<file path="config.mk">
export PLATFORM = sky130hd
export DESIGN_NAME = lcd_sync_gen
export DESIGN_NICKNAME = d
export VERILOG_FILES = /design/src/rtl/lcd_sync_gen.sv
export SDC_FILE = /design/constraint.sdc
export NUM_CORES = 1
export LEC_CHECK = 0
export ABC_CLOCK_PERIOD_IN_PS = 5400
export BUFFER_PORTS_ARGS = -buffer_cell sky130_fd_sc_hd__buf_4
export CAP_MARGIN = 20
export CORE_MARGIN = 2
export CORE_UTILIZATION = 55
export CTS_CLUSTER_DIAMETER = 30
export DETAILED_ROUTE_END_ITERATION = 10
export GPL_TIMING_DRIVEN = 0
export PLACE_DENSITY_LB_ADDON = 0.25
export SLEW_MARGIN = 20
export SYNTH_ARGS = -nofsm -noshare
export SYNTH_HDL_FRONTEND = slang
export SYNTH_SLANG_ARGS = --single-unit
</file>
<file path="constraint.sdc">
create_clock -name clk -period 5.4 [get_ports clk]
set_input_delay 0 -clock clk [delete_from_list [all_inputs] [get_ports clk]]
set_output_delay 0 -clock clk [all_outputs]
set_load 0.005 [all_outputs]
</file>
<file path="src/rtl/lcd_sync_gen.sv">
module lcd_sync_gen #(
  parameter int CW = 16
) (
  input  logic              clk,
  input  logic              rst_n,
  input  logic              dot_en,
  input  logic              run,
  input  logic [2*CW-1:0]   h_count_cfg,
  input  logic [2*CW-1:0]   h_sync_cfg,
  input  logic [2*CW-1:0]   v_line_cfg,
  input  logic [2*CW-1:0]   v_sync_cfg,
  input  logic [31:0]       mode_cfg,
  output logic              hsync,
  output logic              vsync,
  output logic              de,
  output logic [CW+2:0]     px_x,
  output logic [CW-1:0]     px_y
);

  localparam int XW = CW + 3;

  logic [CW-1:0] ht_q, hd_q, hsp_q, hsw_q;
  logic [CW-1:0] vt_q, vd_q, vsp_q, vsw_q;
  logic [XW-1:0] hcnt;
  logic [CW-1:0] vcnt;
  logic          live;

  wire go = run & ~mode_cfg[12];

  wire [XW-1:0] hlen  = {ht_q, 3'b000};
  wire          hwrap = (hcnt == hlen - 1'b1);
  wire          vwrap = (vcnt == vt_q - 1'b1);
  wire          step  = live & dot_en;
  wire          fwrap = step & hwrap & vwrap;
  wire          load  = ~live | fwrap;

  always_ff @(posedge clk or negedge rst_n) begin
    if (!rst_n) begin
      live <= 1'b0;
      hcnt <= '0;
      vcnt <= '0;
    end else if (!go) begin
      live <= 1'b0;
      hcnt <= '0;
      vcnt <= '0;
    end else begin
      live <= 1'b1;
      if (step) begin
        if (hwrap) begin
          hcnt <= '0;
          vcnt <= vwrap ? '0 : vcnt + 1'b1;
        end else begin
          hcnt <= hcnt + 1'b1;
        end
      end
    end
  end

  always_ff @(posedge clk or negedge rst_n) begin
    if (!rst_n) begin
      {hd_q, ht_q}   <= '0;
      {hsw_q, hsp_q} <= '0;
      {vd_q, vt_q}   <= '0;
      {vsw_q, vsp_q} <= '0;
    end else if (load) begin
      {hd_q, ht_q}   <= h_count_cfg;
      {hsw_q, hsp_q} <= h_sync_cfg;
      {vd_q, vt_q}   <= v_line_cfg;
      {vsw_q, vsp_q} <= v_sync_cfg;
    end
  end

  wire [XW:0] hs_beg = {1'b0, hsp_q, 3'b000};
  wire [XW:0] hs_end = hs_beg + {1'b0, hsw_q, 3'b000};
  wire [CW:0] vs_beg = {1'b0, vsp_q};
  wire [CW:0] vs_end = vs_beg + {1'b0, vsw_q};

  wire hs_on = live & ({1'b0, hcnt} >= hs_beg) & ({1'b0, hcnt} < hs_end);
  wire vs_on = live & ({1'b0, vcnt} >= vs_beg) & ({1'b0, vcnt} < vs_end);
  wire de_on = live & (hcnt < {hd_q, 3'b000}) & (vcnt < vd_q);

  assign hsync = hs_on ^ mode_cfg[27];
  assign vsync = vs_on ^ mode_cfg[28];
  assign de    = de_on ^ mode_cfg[25];
  assign px_x  = de_on ? hcnt : '0;
  assign px_y  = de_on ? vcnt : '0;

  AST_HSTEP: assert property (@(posedge clk) disable iff (!rst_n)
    go && step && !hwrap |=> hcnt == $past(hcnt) + 1'b1);

  AST_HOLD: assert property (@(posedge clk) disable iff (!rst_n)
    go && live && !dot_en |=> $stable(hcnt) && $stable(vcnt));

  AST_HBOUND: assert property (@(posedge clk) disable iff (!rst_n)
    live && ht_q != '0 |-> hcnt < hlen);

  AST_VSTEP: assert property (@(posedge clk) disable iff (!rst_n)
    go && step && hwrap && !vwrap |=> vcnt == $past(vcnt) + 1'b1 && hcnt == '0);

  AST_SHADOW_HOLD: assert property (@(posedge clk) disable iff (!rst_n)
    live && !fwrap |=> $stable(ht_q) && $stable(vt_q) && $stable(hd_q) && $stable(vd_q));

  AST_IDLE_CLEAR: assert property (@(posedge clk) disable iff (!rst_n)
    !go |=> !live && hcnt == '0 && vcnt == '0);

  AST_SYSBUS_IDLE: assert property (@(posedge clk) disable iff (!rst_n)
    mode_cfg[12] |=> px_x == '0 && px_y == '0 && !live);

endmodule

</file>
; Yosys cells after proc, flatten, opt, wreduce, memory -nomap -nowiden
; Cells that the tools add are included.
[word_totals]
ff_bits = 164
wordCells = 54
[classes]
addsub = 6
magnitude_cmp = 6
n_eq_ne = 4
n_mux = 10
bitwise_logic = 16
reduce_logical = 1
[op_table]
columns = cell, count
row1 = 2-to-1 mux 16 bit, 5
row2 = 2-to-1 mux 19 bit, 4
row3 = adder 19 x 19 -> 20 bit, 1
row4 = less-than comparator 19 x 20 -> 1 bit, 1
row5 = "adder 19 x 1 -> 19 bit, second input constant", 1
row6 = == test 19 bit, 1
row7 = >= comparator 19 bit, 1
row8 = less-than comparator 19 bit, 1
row9 = "subtractor 19 x 1 -> 19 bit, second input constant", 1
row10 = adder 16 x 16 -> 17 bit, 1
row11 = less-than comparator 16 x 17 -> 1 bit, 1
row12 = "adder 16 x 1 -> 16 bit, second input constant", 1
row13 = == test 16 bit, 1
row14 = >= comparator 16 bit, 1
row15 = less-than comparator 16 bit, 1
row16 = "subtractor 16 x 1 -> 16 bit, second input constant", 1
row17 = bitwise AND 1 bit, 10
row18 = "!= test 2 x 1 -> 1 bit, second input constant", 2
row19 = bitwise XOR 1 bit, 3
row20 = NOT 1 bit, 2
row21 = AND reduction 2 bit, 1
row22 = 2-to-1 mux 1 bit, 1
row23 = bitwise OR 1 bit, 1

; Depth between registers and ports, before layout
[logic_depth]
word_depth = 6
depth_mapped = 17
mapped_depth_nobuf = 17

; Least setup slack after synthesis
; Ideal clock, no wire load.
[synth_timing]
path_kind = register -> output
start = register vsp_q[0]
end = output port vsync
t_arrival_ns = 3.593
required_time_ns = 5.400
setup_slack_ns = 1.807
stages_incl_launch_ff = 18
n_path_buf = 0
path_cell_list = dfrtp_1 > ha_1 > fa_1 > a211oi_1 > nor2_1 > o21a_1 > nor2_1 > nor2b_1 > o21a_1 > o31ai_1 > ha_1 > and3_1 > a221oi_1 > o21ai_0 > a221oi_1 > o22ai_1 > a221oi_1 > xor2_1
[synth_via]
elab_chain_cells = 4
[synth_rtl]
columns = item, line
row1 = from (decl), 23  ; logic [CW-1:0] vt_q, vd_q, vsp_q, vsw_q;
row2 = from (signal assigned), 69  ; {vsw_q, vsp_q} <= v_sync_cfg;
row3 = adder 16 x 16 -> 17 bit or >= comparator 16 bit (tied branches), "76, 79"
row4 = less-than comparator 16 x 17 -> 1 bit or bitwise AND 1 bit (tied branches), 79  ; wire vs_on = live & ({1'b0, vcnt} >= vs_beg) & ({1'b0, vcnt} < vs_end);
row5 = bitwise AND 1 bit *, 79
row6 = bitwise XOR 1 bit *, 83  ; assign vsync = vs_on ^ mode_cfg[28];
row7 = to (decl), 14  ; output logic vsync,
; Every way passes the cells marked *; elsewhere a longest branch is shown, timed or not.

; Worst setup path in the final report
; Ends and elaborated chain as after synthesis.

==> results.toml <==
[sta]
slew_violations = 0
tns_ns = 0
finalCritPeriodShare_pct = 89.3
fin_hold_ws_ns = 0.116
rsz0062_at_grt = "no"
max_freq_ghz = 0.207
finalHoldViolCount = 0
min_period_ns = 4.82
worstMarginPinSlew_ns = 0.976
setup_viol = 0
slew-limit-headroom_pct = 34.3
fin_skew_ns = 0.0195

[worst_setup_path]
worstSetupPathType = "reg -> out"
cp.required_ns = 5.40
start_kind = "flop"
arrival_ns = 4.82
endpoint_kind = "output pin"
path_max_fanout = 3

[power_and_ir_drop]
power.leakage_nw = 7.62
power_frac_comb_pct = 26.2
internal-power_mw = 2.45
power.density_nw_per_um2 = 220
finalPower_mw = 3.48
pwr-share-seq_pct = 40.1
p_switching_mw = 1.03
p_clk_share_pct = 33.8
ir_worst_vdd_mv = 0.198
swShare_pct = 29.6

[run]
maxCapViolations = 0

[final_layout]
drive_gt1_share_pct = 24.8
fin_cells = 1773
nets = 1775
antenna_cells = 0
stdcell_area_sq_um = 15800
area_growth_pct = 28.9

[routing]
ant_nets = 0
wl_per_cell_um = 17.6
drc_errors = 0
first_pass_iters = 5
vias = 10000
viasPerCell = 5.64
drt_iter0_drc = 382
drt_wl_total_um = 31200

[grt]
grt_overflow = 0
grt_max_degree = 84
grtUsageTotal_pct = 26.8
grt_pass1_wl_um = 51000
grt_pass1_vias = 10100
antenna_found_initial = 0

[synthesis]
synth-seq-cells = 164
syn_area_sq_um = 12300
async_flop_share_pct = 100
syn_area_per_cell_sq_um = 10.6
yosysWarnings = 0
synth.distinct_cells = 74
ys.flop_type = "dfrtp_1"
syn_nets = 1452
synth_edf_count = 0
synth_seq_area_share_pct = 33.5
synthCells = 1157

[place]
hpwl_um = 22100
io_buffers = 173
dpl_cell_area_sq_um = 14000
gp_congestion = 0.884
dp.cells = 1611

[cts]
cts_buffer_depth = 2
cts_root_buffer = "clkbuf_16"
clk_latency_ns = 0.44
cts_max_level = 4
cts_buffers = 17
clk_pin_slew_ns = 0.07
cts_tree = "yes"
ctsResizeCount = 0
clock_sinks = 164

[floorplanning]
die_w_um = 153
io_pins = 202
dieArea_sq_um = 23500
start_util_pct = 56.0
fp-row-count = 54
coreArea_sq_um = 21900
fp.dieH_um = 153

[run_status]
status = "finished clean"

[min_path]
hold_path.class = "in -> async"
-- path summary, 6_finish.rpt --
kind                       cells past startpoint  startpoint  slack [ns]       end
max in group asynchronous                      3       rst_n        4.46  hsp_q[1]
hold reg to reg                                1     hd_q[9]        0.51   hd_q[9]
hold / removal                                 2       rst_n        0.12  vsw_q[4]
min in group clk                               4         run        0.25   hcnt[2]
setup reg to reg                              11     ht_q[0]        1.37   hcnt[9]
setup / recovery                              18    vsp_q[0]        0.58     vsync
-- critical path, stage by stage, from the launching register on --
cell and delay [ns]:
dfrtp_1 0.41, ha_1 0.24, fa_1 0.43, a211oi_1 0.23, nor2_1 0.10, o21a_1 0.17
nor2_1 0.16, nor2b_1 0.08, o21a_1 0.16, o31ai_1 0.27, ha_1 0.31, and3_1 0.21
a221oi_1 0.26, o21ai_0 0.15, a221oi_1 0.31, o22ai_1 0.13, a221oi_1 0.45, xor2_1 0.18
buf_4 0.12
-- metal layers --
layer  part of all wire [%]  global-route usage [%]  vias up  wire length, um
li1                       -                       -     4857                -
met1                     46                    37.1     4790            14300
met2                     47                    43.9      300            14500
met3                    5.2                    3.88       55             1620
met4                    2.3                    8.30        0              722
met5                      0                       0        -                0
-- registers in the layout (all words and copies together), names as in the netlist --
name	flops
hcnt	19
hd_q	16
hsp_q	16
hsw_q	16
ht_q	16
live	1
vcnt	16
vd_q	16
vsp_q	16
vsw_q	16
vt_q	16
-- power by group through the flow --
stage                     clock (mW)  combinational [mW]  sequential [mW]
after floorplan                    0               0.600             1.38
after global placement             0               0.794             1.41
after detailed placement           0               0.821             1.41
after CTS                       1.19               0.907             1.39
after global routing            1.24                1.01             1.40
final                           1.17               0.911             1.39
-- through the flow --
| stage | setup WS [ns] | util (%) |
|---|---|---|
| floorplan | 1.81 | - |
| global route | 0.336 | 72.3 |
| finish | 0.579 | 72.3 |
| global placement | 1.17 | 63.6 |
| detailed placement | 1.14 | 63.8 |
| CTS | 0.616 | 72.3 |
-- cell usage in the layout (no fill, tap or decap), types with 12 or more instances in the layout --
master,count
buf_4,172
dfrtp_1,164
dlygate4sd3_1,130
ha_1,129
mux2_4,120
inv_1,91
nor2_1,54
a21oi_1,48
xnor2_1,44
xor2_1,39
o21ai_0,38
and2_1,37
nand2_1,34
nand3_1,33
a21o_1,24
clkbuf_1,23
nand4_1,22
nand2b_1,19
nor3_1,18
clkbuf_16,17
nor4_1,16
and3_1,13
o21a_1,12
nor2b_1,12
-- layout make-up --
| type | count | area, sq um |
|---|---|---|
| timing repair buffer | 304 | 2640 |
| fill | 1562 | 6070 |
| buffer | 39 | 357 |
| tap | 280 | 350 |
| clock inverter | 14 | 130 |
| sequential | 164 | 4100 |
| clock buffer | 18 | 429 |
| inverter | 92 | 345 |
| multi-input combinational | 862 | 7470 |
-- cell families (layout without fill, tap and decap cells) --
kind of cell	after synthesis	in the layout	synth area share (%)
flops	164	164	33.5
fa+ha+maj	131	131	13.5
simple gates	304	304	14.0
xor+xnor	83	83	5.93
compound gates	213	213	11.8
mux	131	131	15.7
buf+inv	131	467	5.72
-- cell usage after synthesis, types with 6 or more instances --
master | count | area share, %
or2_2 | 7 | 0.36
mux2_4 | 120 | 15
nand3_1 | 33 | 1.3
clkbuf_1 | 22 | 0.67
o211ai_1 | 8 | 0.49
nand2b_1 | 19 | 0.97
a31oi_1 | 8 | 0.41
o2111ai_1 | 8 | 0.57
o31ai_1 | 8 | 0.49
o22ai_1 | 6 | 0.31
buf_12 | 11 | 1.8
and3_1 | 13 | 0.66
o21ai_0 | 38 | 1.6
a21o_1 | 24 | 1.5
o21a_1 | 12 | 0.73
ha_1 | 129 | 13
mux2_2 | 8 | 0.73
or3_1 | 7 | 0.36
nor4_1 | 16 | 0.82
a32oi_1 | 8 | 0.57
inv_1 | 91 | 2.8
xnor2_1 | 44 | 3.1
xor2_1 | 39 | 2.8
dfrtp_1 | 164 | 33
nor2_1 | 54 | 1.7
nand4_1 | 22 | 1.1
nor3_1 | 18 | 0.73
nand2_1 | 34 | 1.0
nor2b_1 | 12 | 0.61
and2_1 | 37 | 1.9
a21oi_1 | 48 | 2.0
-- repair_timing --
item                      CTS  global route
hold buffers              130             0
setup buffers               0             0
hold endpoints to repair  210             0
No activity file was read; power rests on OpenSTA's default activity.
